File: config.mk
export PLATFORM = sky130hd
export DESIGN_NAME = ir_edge_capture_timer
export DESIGN_NICKNAME = d
export VERILOG_FILES = /design/src/rtl/ir_cap_pkg.sv /design/src/rtl/ir_rst_sync.sv /design/src/rtl/ir_edge_detect.sv /design/src/rtl/ir_tick_gen.sv /design/src/rtl/ir_interval_counter.sv /design/src/rtl/ir_edge_capture_timer.sv
export SDC_FILE = /design/constraint.sdc
export NUM_CORES = 1
export LEC_CHECK = 0
export BUFFER_PORTS_ARGS = -buffer_cell sky130_fd_sc_hd__buf_4
export CAP_MARGIN = 25
export CORE_ASPECT_RATIO = 0.75
export CORE_MARGIN = 10
export CORE_UTILIZATION = 61
export CTS_CLUSTER_DIAMETER = 40
export DETAILED_ROUTE_END_ITERATION = 8
export GPL_TIMING_DRIVEN = 0
export PLACE_DENSITY = 0.86
export SLEW_MARGIN = 5
export SYNTH_ARGS = -nofsm -noshare
export SYNTH_HDL_FRONTEND = slang
export SYNTH_HIERARCHICAL = 1
export SYNTH_SLANG_ARGS = --single-unit
File: constraint.sdc
create_clock -name clk_i -period 3 [get_ports clk_i]
set_input_delay 0.15 -clock clk_i [delete_from_list [all_inputs] [get_ports clk_i]]
set_output_delay 0.15 -clock clk_i [all_outputs]
set_load 0.03 [all_outputs]
File: src/rtl/ir_cap_pkg.sv
package ir_cap_pkg;
  typedef enum logic [1:0] {
    SEL_FALL = 2'b00,
    SEL_RISE = 2'b01,
    SEL_BOTH = 2'b10,
    SEL_NONE = 2'b11
  } edge_sel_e;
endpackage

File: src/rtl/ir_rst_sync.sv
module ir_rst_sync (
  input  logic clk_i,
  input  logic rst_ni,
  output logic rst_sync_no
);
  logic [1:0] stage_q;
  logic [1:0] stage_d;

  assign stage_d = {stage_q[0], 1'b1};

  always_ff @(posedge clk_i or negedge rst_ni) begin
    if (!rst_ni) stage_q <= 2'b00;
    else         stage_q <= stage_d;
  end

  assign rst_sync_no = stage_q[1];
endmodule

File: src/rtl/ir_edge_detect.sv
module ir_edge_detect #(
  parameter int SYNC_STAGES = 2
) (
  input  logic       clk_i,
  input  logic       rst_ni,
  input  logic       active_i,
  input  logic [1:0] edge_sel_i,
  input  logic       rx_async_i,
  output logic       rx_sync_o,
  output logic       capture_o
);
  import ir_cap_pkg::*;

  logic [SYNC_STAGES-1:0] sync_q, sync_d;
  logic                   hist_q, hist_d;
  logic                   rise, fall, match;

  // the history register tracks the line while idle, so no stale edge appears on activation
  assign sync_d    = {sync_q[SYNC_STAGES-2:0], rx_async_i};
  assign rx_sync_o = sync_q[SYNC_STAGES-1];
  assign hist_d    = rx_sync_o;
  assign rise      = rx_sync_o & ~hist_q;
  assign fall      = ~rx_sync_o & hist_q;

  always_comb begin
    unique case (edge_sel_e'(edge_sel_i))
      SEL_FALL: match = fall;
      SEL_RISE: match = rise;
      SEL_BOTH: match = rise | fall;
      default:  match = 1'b0;
    endcase
  end

  assign capture_o = active_i & match;

  always_ff @(posedge clk_i or negedge rst_ni) begin
    if (!rst_ni) begin
      sync_q <= '0;
      hist_q <= 1'b0;
    end else begin
      sync_q <= sync_d;
      hist_q <= hist_d;
    end
  end

  // reserved select never yields a capture
  a_r2_reserved_quiet: assert property (@(posedge clk_i) disable iff (!rst_ni)
    (edge_sel_i == 2'b11) |-> !capture_o);
endmodule

File: src/rtl/ir_tick_gen.sv
module ir_tick_gen #(
  parameter int DIV_W = 16
) (
  input  logic             clk_i,
  input  logic             rst_ni,
  input  logic             run_i,
  input  logic [DIV_W-1:0] div_i,
  output logic             tick_o
);
  logic [DIV_W-1:0] half_q, half_d;
  logic             phase_q, phase_d;
  logic             half_done;

  assign half_done = (half_q >= div_i);
  assign tick_o    = run_i & half_done & phase_q;

  always_comb begin
    half_d  = half_q;
    phase_d = phase_q;
    if (!run_i) begin
      half_d  = '0;
      phase_d = 1'b0;
    end else if (half_done) begin
      half_d  = '0;
      phase_d = ~phase_q;
    end else begin
      half_d  = half_q + 1'b1;
    end
  end

  always_ff @(posedge clk_i or negedge rst_ni) begin
    if (!rst_ni) begin
      half_q  <= '0;
      phase_q <= 1'b0;
    end else begin
      half_q  <= half_d;
      phase_q <= phase_d;
    end
  end

  // a carrier tick is never followed by another on the next clock
  a_r6_tick_spaced: assert property (@(posedge clk_i) disable iff (!rst_ni)
    tick_o |=> !tick_o);
endmodule

File: src/rtl/ir_interval_counter.sv
module ir_interval_counter #(
  parameter int CNT_W = 16
) (
  input  logic             clk_i,
  input  logic             rst_ni,
  input  logic             active_i,
  input  logic             step_i,
  input  logic             capture_i,
  input  logic             reload_en_i,
  output logic [CNT_W-1:0] cnt_o,
  output logic             wrap_o
);
  logic [CNT_W-1:0] cnt_q, cnt_d;

  always_comb begin
    cnt_d  = cnt_q;
    wrap_o = 1'b0;
    if (!active_i) begin
      cnt_d = '0;
    end else if (capture_i && reload_en_i) begin
      cnt_d = '0;
    end else if (step_i) begin
      cnt_d  = cnt_q + 1'b1;
      wrap_o = &cnt_q;
    end
  end

  always_ff @(posedge clk_i or negedge rst_ni) begin
    if (!rst_ni) cnt_q <= '0;
    else         cnt_q <= cnt_d;
  end

  assign cnt_o = cnt_q;

  // reload on capture restarts the count
  a_r4_reload_zero: assert property (@(posedge clk_i) disable iff (!rst_ni)
    (active_i && capture_i && reload_en_i) |=> (cnt_q == '0));
  // each step advances the count by one
  a_r5_step_inc: assert property (@(posedge clk_i) disable iff (!rst_ni)
    (active_i && step_i && !capture_i) |=> (cnt_q == $past(cnt_q) + 1'b1));
  // inactive state holds the counter at zero
  a_r10_idle_zero: assert property (@(posedge clk_i) disable iff (!rst_ni)
    !active_i |=> (cnt_q == '0));
endmodule

File: src/rtl/ir_edge_capture_timer.sv
module ir_edge_capture_timer #(
  parameter int CNT_W       = 16,
  parameter int DIV_W       = 16,
  parameter int SYNC_STAGES = 2
) (
  input  logic             clk_i,
  input  logic             rst_ni,
  input  logic             enable_i,
  input  logic             mode_tx_i,
  input  logic [1:0]       edge_sel_i,
  input  logic             clk_direct_i,
  input  logic             reload_en_i,
  input  logic [DIV_W-1:0] carrier_div_i,
  input  logic             rx_pin_i,
  input  logic             cap_flag_clr_i,
  input  logic             ovf_flag_clr_i,
  output logic [CNT_W-1:0] cap_count_o,
  output logic             rx_level_o,
  output logic             cap_flag_o,
  output logic             ovf_flag_o
);
  logic             rst_n;
  logic             active, rx_sync, capture, tick, step, wrap;
  logic [CNT_W-1:0] cnt;
  logic [CNT_W-1:0] cap_cnt_q, cap_cnt_d;
  logic             lvl_q, lvl_d, cflag_q, cflag_d, oflag_q, oflag_d;

  assign active = enable_i & ~mode_tx_i;

  ir_rst_sync u_rst (.clk_i(clk_i), .rst_ni(rst_ni), .rst_sync_no(rst_n));

  ir_edge_detect #(.SYNC_STAGES(SYNC_STAGES)) u_edge (
    .clk_i(clk_i), .rst_ni(rst_n), .active_i(active), .edge_sel_i(edge_sel_i),
    .rx_async_i(rx_pin_i), .rx_sync_o(rx_sync), .capture_o(capture));

  ir_tick_gen #(.DIV_W(DIV_W)) u_tick (
    .clk_i(clk_i), .rst_ni(rst_n), .run_i(active & ~clk_direct_i),
    .div_i(carrier_div_i), .tick_o(tick));

  assign step = clk_direct_i ? 1'b1 : tick;

  ir_interval_counter #(.CNT_W(CNT_W)) u_cnt (
    .clk_i(clk_i), .rst_ni(rst_n), .active_i(active), .step_i(step),
    .capture_i(capture), .reload_en_i(reload_en_i), .cnt_o(cnt), .wrap_o(wrap));

  always_comb begin
    cap_cnt_d = capture ? cnt : cap_cnt_q;
    lvl_d     = capture ? rx_sync : lvl_q;
    cflag_d   = capture | (cflag_q & ~cap_flag_clr_i);
    oflag_d   = wrap | (oflag_q & ~ovf_flag_clr_i);
  end

  always_ff @(posedge clk_i or negedge rst_n) begin
    if (!rst_n) begin
      cap_cnt_q <= '0;
      lvl_q     <= 1'b0;
      cflag_q   <= 1'b0;
      oflag_q   <= 1'b0;
    end else begin
      cap_cnt_q <= cap_cnt_d;
      lvl_q     <= lvl_d;
      cflag_q   <= cflag_d;
      oflag_q   <= oflag_d;
    end
  end

  assign cap_count_o = cap_cnt_q;
  assign rx_level_o  = lvl_q;
  assign cap_flag_o  = cflag_q;
  assign ovf_flag_o  = oflag_q;

  // no new capture while inactive
  a_r1_idle_no_capture: assert property (@(posedge clk_i) disable iff (!rst_n)
    !active |=> !$rose(cap_flag_o));
  // reserved select never raises the flag
  a_r2_reserved_no_flag: assert property (@(posedge clk_i) disable iff (!rst_n)
    (edge_sel_i == 2'b11) |=> !$rose(cap_flag_o));
  // flag holds until cleared
  a_r8_flag_sticky: assert property (@(posedge clk_i) disable iff (!rst_n)
    (cap_flag_o && !cap_flag_clr_i) |=> cap_flag_o);
  // overflow flag rises only together with a wrapped counter
  a_r9_ovf_on_wrap: assert property (@(posedge clk_i) disable iff (!rst_n)
    $rose(ovf_flag_o) |-> (cnt == '0));
endmodule

==> results_tabular.tex, run 1 <==
\begin{tabular}{lr}
\hline
Metric & Value \\
\hline
\multicolumn{2}{l}{\textbf{Clock network}} \\
Clock Pin Slew Worst Setup and Hold Paths & roughly 0.060 ns \\
Library cell used as clock root buffer & sky130\_fd\_sc\_hd\_\_clkbuf\_8 \\
TritonCTS buffer count & 9 \\
Longest Clk Path Bufs & 2 \\
Clock sinks & 57 \\
Clk\_lat worst skew & 0.33 ns \\
TritonCTS clock tree & done \\
Clock H-tree levels & 3 \\
\multicolumn{2}{l}{\textbf{Global routing}} \\
Largest net degree at the start of global routing & 32 \\
Global route overflow & 0 \\
Vias in the first global route & 2,289 \\
Global-route wire length before repair & approximately 11 mm \\
Number of antenna violations at the first check in global routing & 0 \\
Tot GR Track Use & 0.168 \\
\multicolumn{2}{l}{\textbf{Detailed routing}} \\
Number of vias after detailed routing & 2,331 \\
DR pass1 iterations & 4 \\
Per-cell via count in the routed design & 5.69 \\
Total length of routed wires & 7.40 mm \\
Detailed-route DRC error count & 0 \\
Post-DRT Antenna Nets & 0 \\
Initial drt markers & 232 \\
Post-DR wirelength/cell & 18.0 µm \\
\multicolumn{2}{l}{\textbf{Logic synthesis}} \\
Warnings from Yosys & 6 \\
Synthesized flop and latch total & 57 \\
Synth Net Count & between 300 and 400 \\
Sequential-to-total area share from yosys stat & 0.466 \\
Count of mapped cells out of synthesis & 276 \\
Dominant synthesized flop cell & sky130\_fd\_sc\_hd\_\_dfrtp\_1 \\
Post-synth cell types & 46 \\
Mean area per synthesized cell & between 10 and 15 µm² \\
EDFF count, synth & 0 \\
FFs w/ async S/R, synth & 1.00 \\
Post-synthesis instance area & 3060 µm² \\
\multicolumn{2}{l}{\textbf{Pwr}} \\
Net Sw Power & between 0.0003 and 0.0004 W \\
Switching part of the total power & 0.243 \\
Worst IR Drop VDD & $\sim$0.39 mV \\
Share of power burned in registers & 0.506 \\
Leakage & between 1.5 and 2 nW \\
Ratio of total power to cell area & roughly 410 nW/µm² \\
Power after layout & 0.00157 W \\
Part of the power in the clock network & 0.403 \\
Combinational Power Share & 0.091 \\
Internal power of the cells & 0.00119 W \\
\multicolumn{2}{l}{\textbf{Worst hold path}} \\
HP Start & cap\_flag\_clr\_i \\
Worst min-delay path endpoint & cap\_flag\_o \\
Worst Hold Depth & 3 \\
Class of the worst hold path & in -> reg \\
\multicolumn{2}{l}{\textbf{Timing}} \\
Slew at the pin closest to its max-slew limit & approximately 0.7 ns \\
Max Clock Freq & 339 MHz \\
Setup-violating endpoint count in the final report & 0 \\
Clock Skews & 0.00944 ns \\
Slew Limit Headroom & 0.524 \\
Final period utilization & 0.984 \\
Endpoints failing hold & 0 \\
Final max-slew violation count & 0 \\
Min Tclk post-route & 2.95 ns \\
\multicolumn{2}{l}{\textbf{Worst setup path}} \\
End of the worst register-to-register path & u\_cnt/cnt\_o[13] \\
Startpoint type of the worst setup path & flip-flop \\
Worst-path fanout max & 6 \\
Register-to-register setup slack & 0.05 ns \\
Number of cells on the worst reg-to-reg path & 11 \\
Series of cell instances along the critical path & ha\_4, nand4\_1, or3\_4, nor4\_4, nor3\_2, nor2\_1, or2\_4, nand4\_4, nor3\_4, and3\_4, mux2\_4 \\
Data required time of the worst path & 3.22 ns \\
Slowest-stage cell, CP & sky130\_fd\_sc\_hd\_\_dfrtp\_2 \\
Delay of the slowest cell on the worst path & 0.46 ns \\
Startpoint of the worst-slack reg-to-reg timing path & u\_tick/half\_q[11] \\
Critical path endpoint category & flip-flop \\
Type of the setup path with the least slack & reg -> reg \\
Crit path arrival time & $\sim$3.2 ns \\
\multicolumn{2}{l}{\textbf{Floorplanning}} \\
Initial Util & 0.628 \\
Width of the chip & approximately 100 µm \\
Floorplan row count & 22 \\
Overall die area & between 8000 and 9000 µm² \\
Placeable Area & 4870 µm² \\
Io pins & 46 \\
Die height & 81.3 µm \\
\multicolumn{2}{l}{\textbf{Flow run}} \\
Count of max-cap constraint violations & 0 \\
\multicolumn{2}{l}{\textbf{Placement}} \\
Cell area reported after detailed placement & approximately 3500 µm² \\
RePlAce Congestion & 0.857 \\
Half-perimeter wire length of the detailed placement result & 4.63 mm \\
Buffers on Ports & 45 \\
\multicolumn{2}{l}{\textbf{Cells and area}} \\
FILL cells & 273 \\
Area grow syn2layout & 26.2\% \\
Share of layout cells above drive strength 1 & 0.340 \\
Finished Cell Area & about 3900 µm² \\
Count of antenna diodes in the layout & 0 \\
NumNets Final & 392 \\
\multicolumn{2}{l}{\textbf{Status}} \\
Run status & finished clean \\
\hline
\end{tabular}
-- layout make-up --
| type | instances | area (µm²) | share of cell area |
|---|---|---|---|
| plain buffers | 5 | 51.3 | 0.0133 |
| flip-flops and latches | 57 | 1430 | 0.370 |
| clock buffers | 13 | 159 | 0.0411 |
| repair buffers | 59 | 460 | 0.119 |
| inverters | 24 | 90.1 | 0.0233 |
| multi-input cells | 189 | 1580 | 0.410 |
| well taps | 60 | 75.1 | 0.0194 |
| clock inverters | 3 | 15.0 | 0.00389 |
-- per-layer routing --
layer | track usage | vias up | part of all wire
met5 | 0 | - | 0
met4 | 0.0684 | 0 | 0.029
met3 | 0.0492 | 22 | 0.071
met2 | 0.272 | 91 | 0.49
met1 | 0.207 | 1134 | 0.41
li1 | - | 1084 | -
-- registers in the layout (all words and copies together) (netlist names) --
signal	flops
cap_flag_o	1
ovf_flag_o	1
u_tick/phase_q	1
u_edge/sync_q	2
u_rst/stage_q	2
u_tick/half_q	16
u_edge/hist_q	1
u_cnt/cnt_o	16
rx_level_o	1
cap_count_o	16
-- power by group through the flow --
stage	Sequential [W]	Clock [W]	Combinational, W
2_1_floorplan	0.000828	0	0.0000570
3_3_place_gp	0.000817	0	0.000120
3_5_place_dp	0.000810	0	0.000134
4_1_cts	0.000797	0.000633	0.000139
5_1_grt	0.000799	0.000679	0.000156
6_report	0.000797	0.000634	0.000144
-- Yosys cell counts (3+ instances only) --
| library cell | number | area, µm² |
|---|---|---|
| sky130_fd_sc_hd__mux2_4 | 10 | 150 |
| sky130_fd_sc_hd__mux2i_1 | 3 | 30.0 |
| sky130_fd_sc_hd__inv_1 | 24 | 90.1 |
| sky130_fd_sc_hd__nand3_1 | 11 | 55.1 |
| sky130_fd_sc_hd__nand4_1 | 7 | 43.8 |
| sky130_fd_sc_hd__xor2_1 | 11 | 96.3 |
| sky130_fd_sc_hd__xnor2_1 | 13 | 114 |
| sky130_fd_sc_hd__and3_1 | 5 | 31.3 |
| sky130_fd_sc_hd__mux2_2 | 8 | 90.1 |
| sky130_fd_sc_hd__o21ai_0 | 4 | 20.0 |
| sky130_fd_sc_hd__nand2_1 | 15 | 56.3 |
| sky130_fd_sc_hd__nor4_2 | 4 | 50.1 |
| sky130_fd_sc_hd__dfrtp_1 | 57 | 1430 |
| sky130_fd_sc_hd__ha_1 | 20 | 250 |
| sky130_fd_sc_hd__or3_1 | 4 | 25.0 |
| sky130_fd_sc_hd__nor3_1 | 3 | 15.0 |
| sky130_fd_sc_hd__nor2_1 | 33 | 124 |
| sky130_fd_sc_hd__and4_1 | 3 | 26.3 |
| sky130_fd_sc_hd__a21oi_1 | 9 | 45.0 |
-- through the flow --
stage	util	worst slack, ns	std cells	TNS, ns	hold slack (ns)
finish	0.793	0.0473	410	0	0.103
global route	0.793	-0.0738	410	-0.171	0.108
detailed placement	0.717	-0.106	382	-0.142	-0.0668
floorplan	-	0.225	276	0	-0.146
global placement	0.713	-0.0236	381	-0.0236	-0.0673
CTS	0.763	0.0401	400	0	0.0969
-- kinds of logic (layout without fill, tap and decap cells) --
family                   count (synthesis)  count (layout)  share of synthesized area
multiplexers                            22              22                     0.0920
AO/OA/AOI/OAI                           20              20                     0.0450
XOR/XNOR                                24              24                     0.0687
AND/OR/NAND/NOR                        102             102                      0.197
other                                    1               1                    0.00123
adder cells (fa/ha/maj)                 20              20                     0.0818
flip-flops                              57              57                      0.466
buffers and inverters                   30             104                     0.0478
-- how the worst max path moves through the flow --
stage                      start               to  slack [ns]  depth (start not counted)
6_report       u_tick/half_q[11]  u_cnt/cnt_o[13]        0.05                         11
3_3_place_gp   u_tick/half_q[11]  u_cnt/cnt_o[13]       -0.02                         12
5_1_grt        u_tick/half_q[14]       ovf_flag_o       -0.07                         12
3_5_place_dp   u_tick/half_q[11]  u_cnt/cnt_o[13]       -0.11                         12
2_1_floorplan   u_tick/half_q[0]  u_cnt/cnt_o[13]        0.23                         13
4_1_cts         u_tick/half_q[0]  u_cnt/cnt_o[13]        0.04                         12
-- repair_timing --
item                                    CTS  global route
hold buffers                              2             0
resized for setup                         4            10
endpoints found under the hold margin     3             0
pin swaps                                 1             5
endpoints found under the setup margin    3             3
setup buffers                             1            10
-- cell usage in the layout (no fill, tap or decap), types with 7 or more instances in the layout --
master / count
sky130_fd_sc_hd__xor2_1: 11
sky130_fd_sc_hd__nand2_1: 15
sky130_fd_sc_hd__inv_1: 24
sky130_fd_sc_hd__buf_4: 56
sky130_fd_sc_hd__mux2_2: 8
sky130_fd_sc_hd__xnor2_1: 13
sky130_fd_sc_hd__mux2_4: 11
sky130_fd_sc_hd__nor2_1: 33
sky130_fd_sc_hd__clkbuf_8: 11
sky130_fd_sc_hd__nand4_1: 7
sky130_fd_sc_hd__dfrtp_1: 55
sky130_fd_sc_hd__nand3_1: 11
sky130_fd_sc_hd__ha_1: 17
sky130_fd_sc_hd__a21oi_1: 9
-- worst max-delay path, delay by kind of cell (launching register included) --
kind / cells / cell delay, ns
fa+ha+maj: 1 / 0.29
mux: 1 / 0.29
flops: 1 / 0.46
simple gates: 9 / 1.79
Power figures use the tool's default switching activity.
==> run 2, diff against run 1 <==
Settings changed: ABC_CLOCK_PERIOD_IN_PS set to 3000, RECOVER_POWER set to 50.
==> results_tabular.tex, run 2 (synthesis results as in run 1) <==
\begin{tabular}{lr}
\hline
Metric & Value \\
\hline
\multicolumn{2}{l}{\textbf{Pwr}} \\
Combinational Power Share & 0.088 (-0.003) \\
Worst IR Drop VDD & 0.385 mV (about the same) \\
Leakage & 1.86 nW (-1.7\%) \\
Switching part of the total power & 0.242 (-0.000783) \\
Part of the power in the clock network & 0.403 (about the same) \\
Net Sw Power & 0.000378 W (-0.97\%) \\
Internal power of the cells & 0.00119 W (-0.55\%) \\
Ratio of total power to cell area & 409 nW/µm² (+0.39\%) \\
Share of power burned in registers & 0.509 (+0.003) \\
\multicolumn{2}{l}{\textbf{Detailed routing}} \\
Detailed-route DRC error count & 0 (unchanged) \\
Per-cell via count in the routed design & 5.64 (-0.82\%) \\
DR pass1 iterations & 4 (unchanged) \\
Initial drt markers & 247 (+6.5\%) \\
Total length of routed wires & 7.39 mm (-0.12\%) \\
Number of vias after detailed routing & 2,312 (-0.82\%) \\
Post-DR wirelength/cell & 18.0 µm (-0.12\%) \\
Post-DRT Antenna Nets & 0 (unchanged) \\
\multicolumn{2}{l}{\textbf{Cells and area}} \\
Most common cell after layout, fill and taps aside & sky130\_fd\_sc\_hd\_\_dfrtp\_1 \\
Top library cells by usage in the layout, fill and taps aside & 56 x sky130\_fd\_sc\_hd\_\_dfrtp\_1, 49 x sky130\_fd\_sc\_hd\_\_buf\_4, 33 x sky130\_fd\_sc\_hd\_\_nor2\_1 \\
NumNets Final & 392 (unchanged) \\
Finished Cell Area & 3820 µm² (-1.0\%) \\
Area grow syn2layout & 24.9\% \\
FILL cells & 280 (+2.6\%) \\
Share of layout cells above drive strength 1 & 0.317 (-0.0229) \\
Utilization after layout & 0.785 (-0.00822) \\
Count of antenna diodes in the layout & 0 (unchanged) \\
\multicolumn{2}{l}{\textbf{Clock network}} \\
Clk\_lat worst skew & 0.33 ns (about the same) \\
Longest Clk Path Bufs & 2 (unchanged) \\
Clock sinks & 57 (unchanged) \\
Clock Pin Slew Worst Setup and Hold Paths & 0.06 ns (about the same) \\
Clock H-tree levels & 3 (unchanged) \\
Library cell used as clock root buffer & sky130\_fd\_sc\_hd\_\_clkbuf\_8 \\
TritonCTS clock tree & done \\
TritonCTS buffer count & 9 (unchanged) \\
\multicolumn{2}{l}{\textbf{Floorplanning}} \\
Width of the chip & 102 µm (unchanged) \\
Overall die area & 8280 µm² (unchanged) \\
Die height & 81.3 µm (unchanged) \\
Initial Util & 0.628 (unchanged) \\
Placeable Area & 4870 µm² (unchanged) \\
Io pins & 46 (unchanged) \\
Floorplan row count & 22 (unchanged) \\
\multicolumn{2}{l}{\textbf{Timing}} \\
Slew at the pin closest to its max-slew limit & 1.63 ns (+0.922 ns) \\
Max Clock Freq & 341 MHz (+0.57\%) \\
Final period utilization & 0.979 (-0.00554) \\
Clock Skews & 0.00902 ns (-0.000417 ns) \\
Endpoints failing hold & 0 (unchanged) \\
Final max-slew violation count & 32 (+32) \\
Slew Limit Headroom & -0.0896 (-0.614) \\
Setup-violating endpoint count in the final report & 0 (unchanged) \\
Min Tclk post-route & 2.94 ns (-0.0166 ns) \\
\multicolumn{2}{l}{\textbf{Global routing}} \\
Global-route wire length before repair & 10.8 mm (unchanged) \\
Vias in the first global route & 2,289 (unchanged) \\
Number of antenna violations at the first check in global routing & 0 (unchanged) \\
Largest net degree at the start of global routing & 32 (unchanged) \\
Global route overflow & 0 (unchanged) \\
Tot GR Track Use & 0.168 (unchanged) \\
\multicolumn{2}{l}{\textbf{Worst setup path}} \\
Number of cells on the worst reg-to-reg path & 11 (unchanged) \\
Critical path endpoint category & flip-flop \\
Startpoint type of the worst setup path & flip-flop \\
Data required time of the worst path & 3.21 ns (about the same) \\
Crit path arrival time & 3.15 ns (-0.02 ns) \\
Type of the setup path with the least slack & reg -> reg \\
Worst-path fanout max & 6 (unchanged) \\
\multicolumn{2}{l}{\textbf{Placement}} \\
RePlAce Congestion & 0.857 (unchanged) \\
Buffers on Ports & 45 (unchanged) \\
Half-perimeter wire length of the detailed placement result & 4.63 mm (unchanged) \\
Cell area reported after detailed placement & 3490 µm² (unchanged) \\
\multicolumn{2}{l}{\textbf{Flow run}} \\
Count of max-cap constraint violations & 1 (+1) \\
\multicolumn{2}{l}{\textbf{Worst hold path}} \\
Worst Hold Depth & 3 (unchanged) \\
Class of the worst hold path & in -> reg \\
\multicolumn{2}{l}{\textbf{Status}} \\
Violations in the final reports & max-capacitance violations, max-slew violations \\
Run status & finished, violations left \\
\hline
\end{tabular}
==> run 2: power by group through the flow <==
stage                     clock (W)  sequential [W]  combinational (W)
final                      0.000631        0.000796           0.000138
after global routing       0.000679        0.000798           0.000149
after CTS                  0.000633        0.000797           0.000139
after detailed placement          0        0.000810           0.000134
after global placement            0        0.000817           0.000120
after floorplan                   0        0.000828          0.0000570
==> run 2: cell type report <==
| class | count | area [µm²] | share of cell area |
|---|---|---|---|
| clock inverter | 3 | 15.0 | 0.00393 |
| inverter | 24 | 90.1 | 0.0236 |
| sequential | 57 | 1430 | 0.373 |
| tap | 60 | 75.1 | 0.0196 |
| clock buffer | 13 | 159 | 0.0416 |
| timing repair buffer | 59 | 422 | 0.110 |
| buffer | 5 | 51.3 | 0.0134 |
| multi-input combinational | 189 | 1580 | 0.414 |
==> run 2: worst paths after layout <==
kind | from | endpoint | slack, ns
max | u_tick/half_q[13] | u_cnt/cnt_o[13] | 0.06
min | cap_flag_clr_i | cap_flag_o | 0.11
max reg2reg | u_tick/half_q[13] | u_cnt/cnt_o[13] | 0.06
min reg2reg | u_rst/stage_q[0] | u_rst/stage_q[1] | 0.35
max in group asynchronous | u_rst/stage_q[1] | u_tick/half_q[11] | 0.45
min in group asynchronous | rst_ni | u_rst/stage_q[0] | 0.14
==> run 2: through the flow <==
step	instances	hold WS (ns)	setup TNS, ns	setup WS (ns)	power [W]
2_1_floorplan	276	-0.146	0	0.225	0.000885
3_3_place_gp	381	-0.0673	-0.0236	-0.0236	0.000938
3_5_place_dp	382	-0.0668	-0.142	-0.106	0.000945
4_1_cts	400	0.0969	0	0.0401	0.00157
5_1_grt	410	0.108	-0.171	-0.0738	0.00163
6_report	410	0.106	0	0.0639	0.00156
==> run 2: worst max-delay path, stage by stage, from the launching register on <==
cell	delay (ns)
sky130_fd_sc_hd__dfrtp_1	0.43
sky130_fd_sc_hd__ha_1	0.32
sky130_fd_sc_hd__nand4_1	0.12
sky130_fd_sc_hd__or3_4	0.43
sky130_fd_sc_hd__nor4_4	0.20
sky130_fd_sc_hd__nor3_2	0.10
sky130_fd_sc_hd__nor2_1	0.11
sky130_fd_sc_hd__or2_4	0.20
sky130_fd_sc_hd__nand4_4	0.16
sky130_fd_sc_hd__nor3_4	0.24
sky130_fd_sc_hd__and3_4	0.21
sky130_fd_sc_hd__mux2_4	0.29
==> run 2: what timing repair did <==
item                                   CTS  global route
hold buffers                             2             0
pin swaps                                1             5
buffers inserted                         1            10
setup endpoints to repair                3             3
endpoints found under the hold margin    3             0
resized for setup                        4            10
==> run 2: layer usage <==
layer / global-route usage / vias to the layer above / share of wire
met2: 0.272 / 87 / 0.49
met3: 0.0492 / 17 / 0.069
met1: 0.207 / 1127 / 0.41
li1: - / 1081 / -
met5: 0 / - / 0
met4: 0.0684 / 0 / 0.027
==> run 3, diff against run 2 <==
Settings changed: GPL_TIMING_DRIVEN 0 to not set.
==> results_tabular.tex, run 3 (synthesis results as in run 1) <==
\begin{tabular}{lr}
\hline
Metric & Value \\
\hline
\multicolumn{2}{l}{\textbf{Status}} \\
Run status & finished clean \\
\multicolumn{2}{l}{\textbf{Timing}} \\
Setup-violating endpoint count in the final report & 0 (unchanged) \\
Max Clock Freq & 351 MHz (+2.9\%) \\
Endpoints failing hold & 0 (unchanged) \\
Final max-slew violation count & 0 (-100\%) \\
Worst setup slack after layout & 0.147 ns (+0.0834 ns) \\
Slew at the pin closest to its max-slew limit & 1.01 ns (-0.629 ns) \\
Slew Limit Headroom & 0.330 (+0.419) \\
Min Tclk post-route & 2.85 ns (-0.0834 ns) \\
Worst Hold Margin & 0.0982 ns (-0.00799 ns) \\
Clock Skews & 0.00474 ns (-0.00428 ns) \\
Final period utilization & 0.951 (-0.0278) \\
Setup\_tns & 0 ns (unchanged) \\
\multicolumn{2}{l}{\textbf{Detailed routing}} \\
Number of vias after detailed routing & 2,190 (-5.3\%) \\
Total length of routed wires & 6.39 mm (-13\%) \\
DR pass1 iterations & 4 (unchanged) \\
Initial drt markers & 158 (-36\%) \\
Per-cell via count in the routed design & 5.52 (-2.2\%) \\
Detailed-route DRC error count & 0 (unchanged) \\
Post-DRT Antenna Nets & 0 (unchanged) \\
Post-DR wirelength/cell & 16.1 µm (-11\%) \\
\multicolumn{2}{l}{\textbf{Global routing}} \\
Tot GR Track Use & 0.159 (-0.00833) \\
Global-route wire length before repair & 10.4 mm (-4.4\%) \\
Global route overflow & 0 (unchanged) \\
Number of antenna violations at the first check in global routing & 0 (unchanged) \\
Largest net degree at the start of global routing & 31 (-3.1\%) \\
Vias in the first global route & 2,233 (-2.4\%) \\
\multicolumn{2}{l}{\textbf{Floorplanning}} \\
Overall die area & 8280 µm² (unchanged) \\
Io pins & 46 (unchanged) \\
Initial Util & 0.628 (unchanged) \\
Die height & 81.3 µm (unchanged) \\
Width of the chip & 102 µm (unchanged) \\
Placeable Area & 4870 µm² (unchanged) \\
Floorplan row count & 22 (unchanged) \\
\multicolumn{2}{l}{\textbf{Worst setup path}} \\
Series of cell instances along the critical path & ha\_1, nand4\_1, or3\_1, nor4\_4, nor3\_2, nor2\_1, or2\_4, nand4\_4, nor3\_2, and3\_1, mux2\_1 \\
Type of the setup path with the least slack & reg -> reg \\
Data required time of the worst path & 3.21 ns (about the same) \\
Startpoint type of the worst setup path & flip-flop \\
Startpoint of the worst-slack reg-to-reg timing path & u\_tick/half\_q[11] \\
End of the worst register-to-register path & u\_cnt/cnt\_o[13] \\
Critical path endpoint category & flip-flop \\
Dominant cell type by count on the critical path & sky130\_fd\_sc\_hd\_\_nor3\_2 \\
Crit path arrival time & 3.06 ns (-0.09 ns) \\
Number of cells on the worst reg-to-reg path & 11 (unchanged) \\
Worst-path fanout max & 6 (unchanged) \\
Slowest-stage cell, CP & sky130\_fd\_sc\_hd\_\_dfrtp\_1 \\
Delay of the slowest cell on the worst path & 0.43 ns (about the same) \\
Register-to-register setup slack & 0.15 ns (+0.08 ns) \\
\multicolumn{2}{l}{\textbf{Clock network}} \\
Clk\_lat worst skew & 0.33 ns (about the same) \\
Longest Clk Path Bufs & 2 (unchanged) \\
TritonCTS buffer count & 9 (unchanged) \\
Clock H-tree levels & 3 (unchanged) \\
Clock sinks & 57 (unchanged) \\
TritonCTS clock tree & done \\
Clock Pin Slew Worst Setup and Hold Paths & 0.06 ns (about the same) \\
Library cell used as clock root buffer & sky130\_fd\_sc\_hd\_\_clkbuf\_8 \\
\multicolumn{2}{l}{\textbf{Cells and area}} \\
Top library cells by usage in the layout, fill and taps aside & 57 x sky130\_fd\_sc\_hd\_\_dfrtp\_1, 33 x sky130\_fd\_sc\_hd\_\_nor2\_1, 27 x sky130\_fd\_sc\_hd\_\_buf\_4 \\
Area grow syn2layout & 17.5\% \\
Count of antenna diodes in the layout & 0 (unchanged) \\
FILL cells & 326 (+16\%) \\
Most common cell after layout, fill and taps aside & sky130\_fd\_sc\_hd\_\_dfrtp\_1 \\
NumNets Final & 379 (-3.3\%) \\
Share of layout cells above drive strength 1 & 0.240 (-0.0768) \\
\multicolumn{2}{l}{\textbf{Flow run}} \\
Count of max-cap constraint violations & 0 (-1) \\
\multicolumn{2}{l}{\textbf{Worst hold path}} \\
Worst Hold Depth & 3 (unchanged) \\
Worst min-delay path endpoint & cap\_flag\_o \\
Class of the worst hold path & in -> reg \\
HP Start & cap\_flag\_clr\_i \\
\multicolumn{2}{l}{\textbf{Placement}} \\
Buffers on Ports & 45 (unchanged) \\
Half-perimeter wire length of the detailed placement result & 4.63 mm (about the same) \\
RePlAce Congestion & 0.820 (-4.3\%) \\
Worst slack at placement & 0.119 ns (+0.224 ns) \\
\multicolumn{2}{l}{\textbf{Pwr}} \\
Ratio of total power to cell area & 429 nW/µm² (+4.8\%) \\
Leakage & 1.72 nW (-7.7\%) \\
Worst IR Drop VDD & 0.277 mV (-28\%) \\
\hline
\end{tabular}
## run 3: cell types whose count changed in the layout (fill, tap and decap cells not counted), sizes merged
cell / delta
buf: -26
clkbuf: +13
## run 3: metal layers
metal | vias to the layer above | global-route usage | part of all wire
met5 | - | 0 | 0
met4 | 0 | 0.0613 | 0.019
li1 | 1055 | - | -
met3 | 13 | 0.0611 | 0.071
met1 | 1066 | 0.203 | 0.45
met2 | 56 | 0.241 | 0.46
## run 3: critical path: cells and delay by family (launching register included)
kind	cells	cell delay (ns)
muxes	1	0.33
DFF	1	0.43
adders and majority gates	1	0.34
and+or+nand+nor	9	1.63
## run 3: worst max path at each step
stage / from / to / slack (ns) / cells after the start
3_3_place_gp: u_tick/half_q[0] / u_cnt/cnt_o[13] / 0.19 / 12
6_report: u_tick/half_q[11] / u_cnt/cnt_o[13] / 0.15 / 11
3_5_place_dp: u_tick/half_q[0] / u_cnt/cnt_o[13] / 0.12 / 12
5_1_grt: u_tick/half_q[11] / ovf_flag_o / -0.01 / 12
2_1_floorplan: u_tick/half_q[0] / u_cnt/cnt_o[13] / 0.23 / 13
4_1_cts: u_tick/half_q[0] / u_cnt/cnt_o[13] / 0.11 / 12
## run 3: timing repair
action | CTS | global route
setup buffers | 0 | 0
resized for setup | 0 | 5
hold buffers | 2 | 0
endpoints found under the hold margin | 3 | 0
endpoints found under the setup margin | 0 | 12
## run 3: per-stage QoR
step / std cells / total power [W] / cell area (µm²) / utilization
global route: 397 / 0.00161 / 3590 / 0.738
floorplan: 276 / 0.000885 / 3060 / -
detailed placement: 379 / 0.000938 / 3450 / 0.709
global placement: 379 / 0.000934 / 3450 / 0.709
CTS: 397 / 0.00157 / 3650 / 0.748
finish: 397 / 0.00154 / 3590 / 0.738
## run 3: final cells by class
| type | instances | area (µm²) | share of cell area |
|---|---|---|---|
| flip-flops and latches | 57 | 1430 | 0.397 |
| repair buffers | 51 | 310 | 0.0863 |
| clock buffers | 13 | 159 | 0.0442 |
| clock inverters | 3 | 15.0 | 0.00418 |
| inverters | 24 | 90.1 | 0.0251 |
| multi-input cells | 189 | 1520 | 0.423 |
| well taps | 60 | 75.1 | 0.0209 |
## run 3: power by group
group          internal [W]  leakage (nW)  switching [W]
clock              0.000340        0.0932       0.000281
sequential         0.000782         0.781      0.0000147
combinational     0.0000557         0.842      0.0000679
total               0.00118          1.72       0.000363
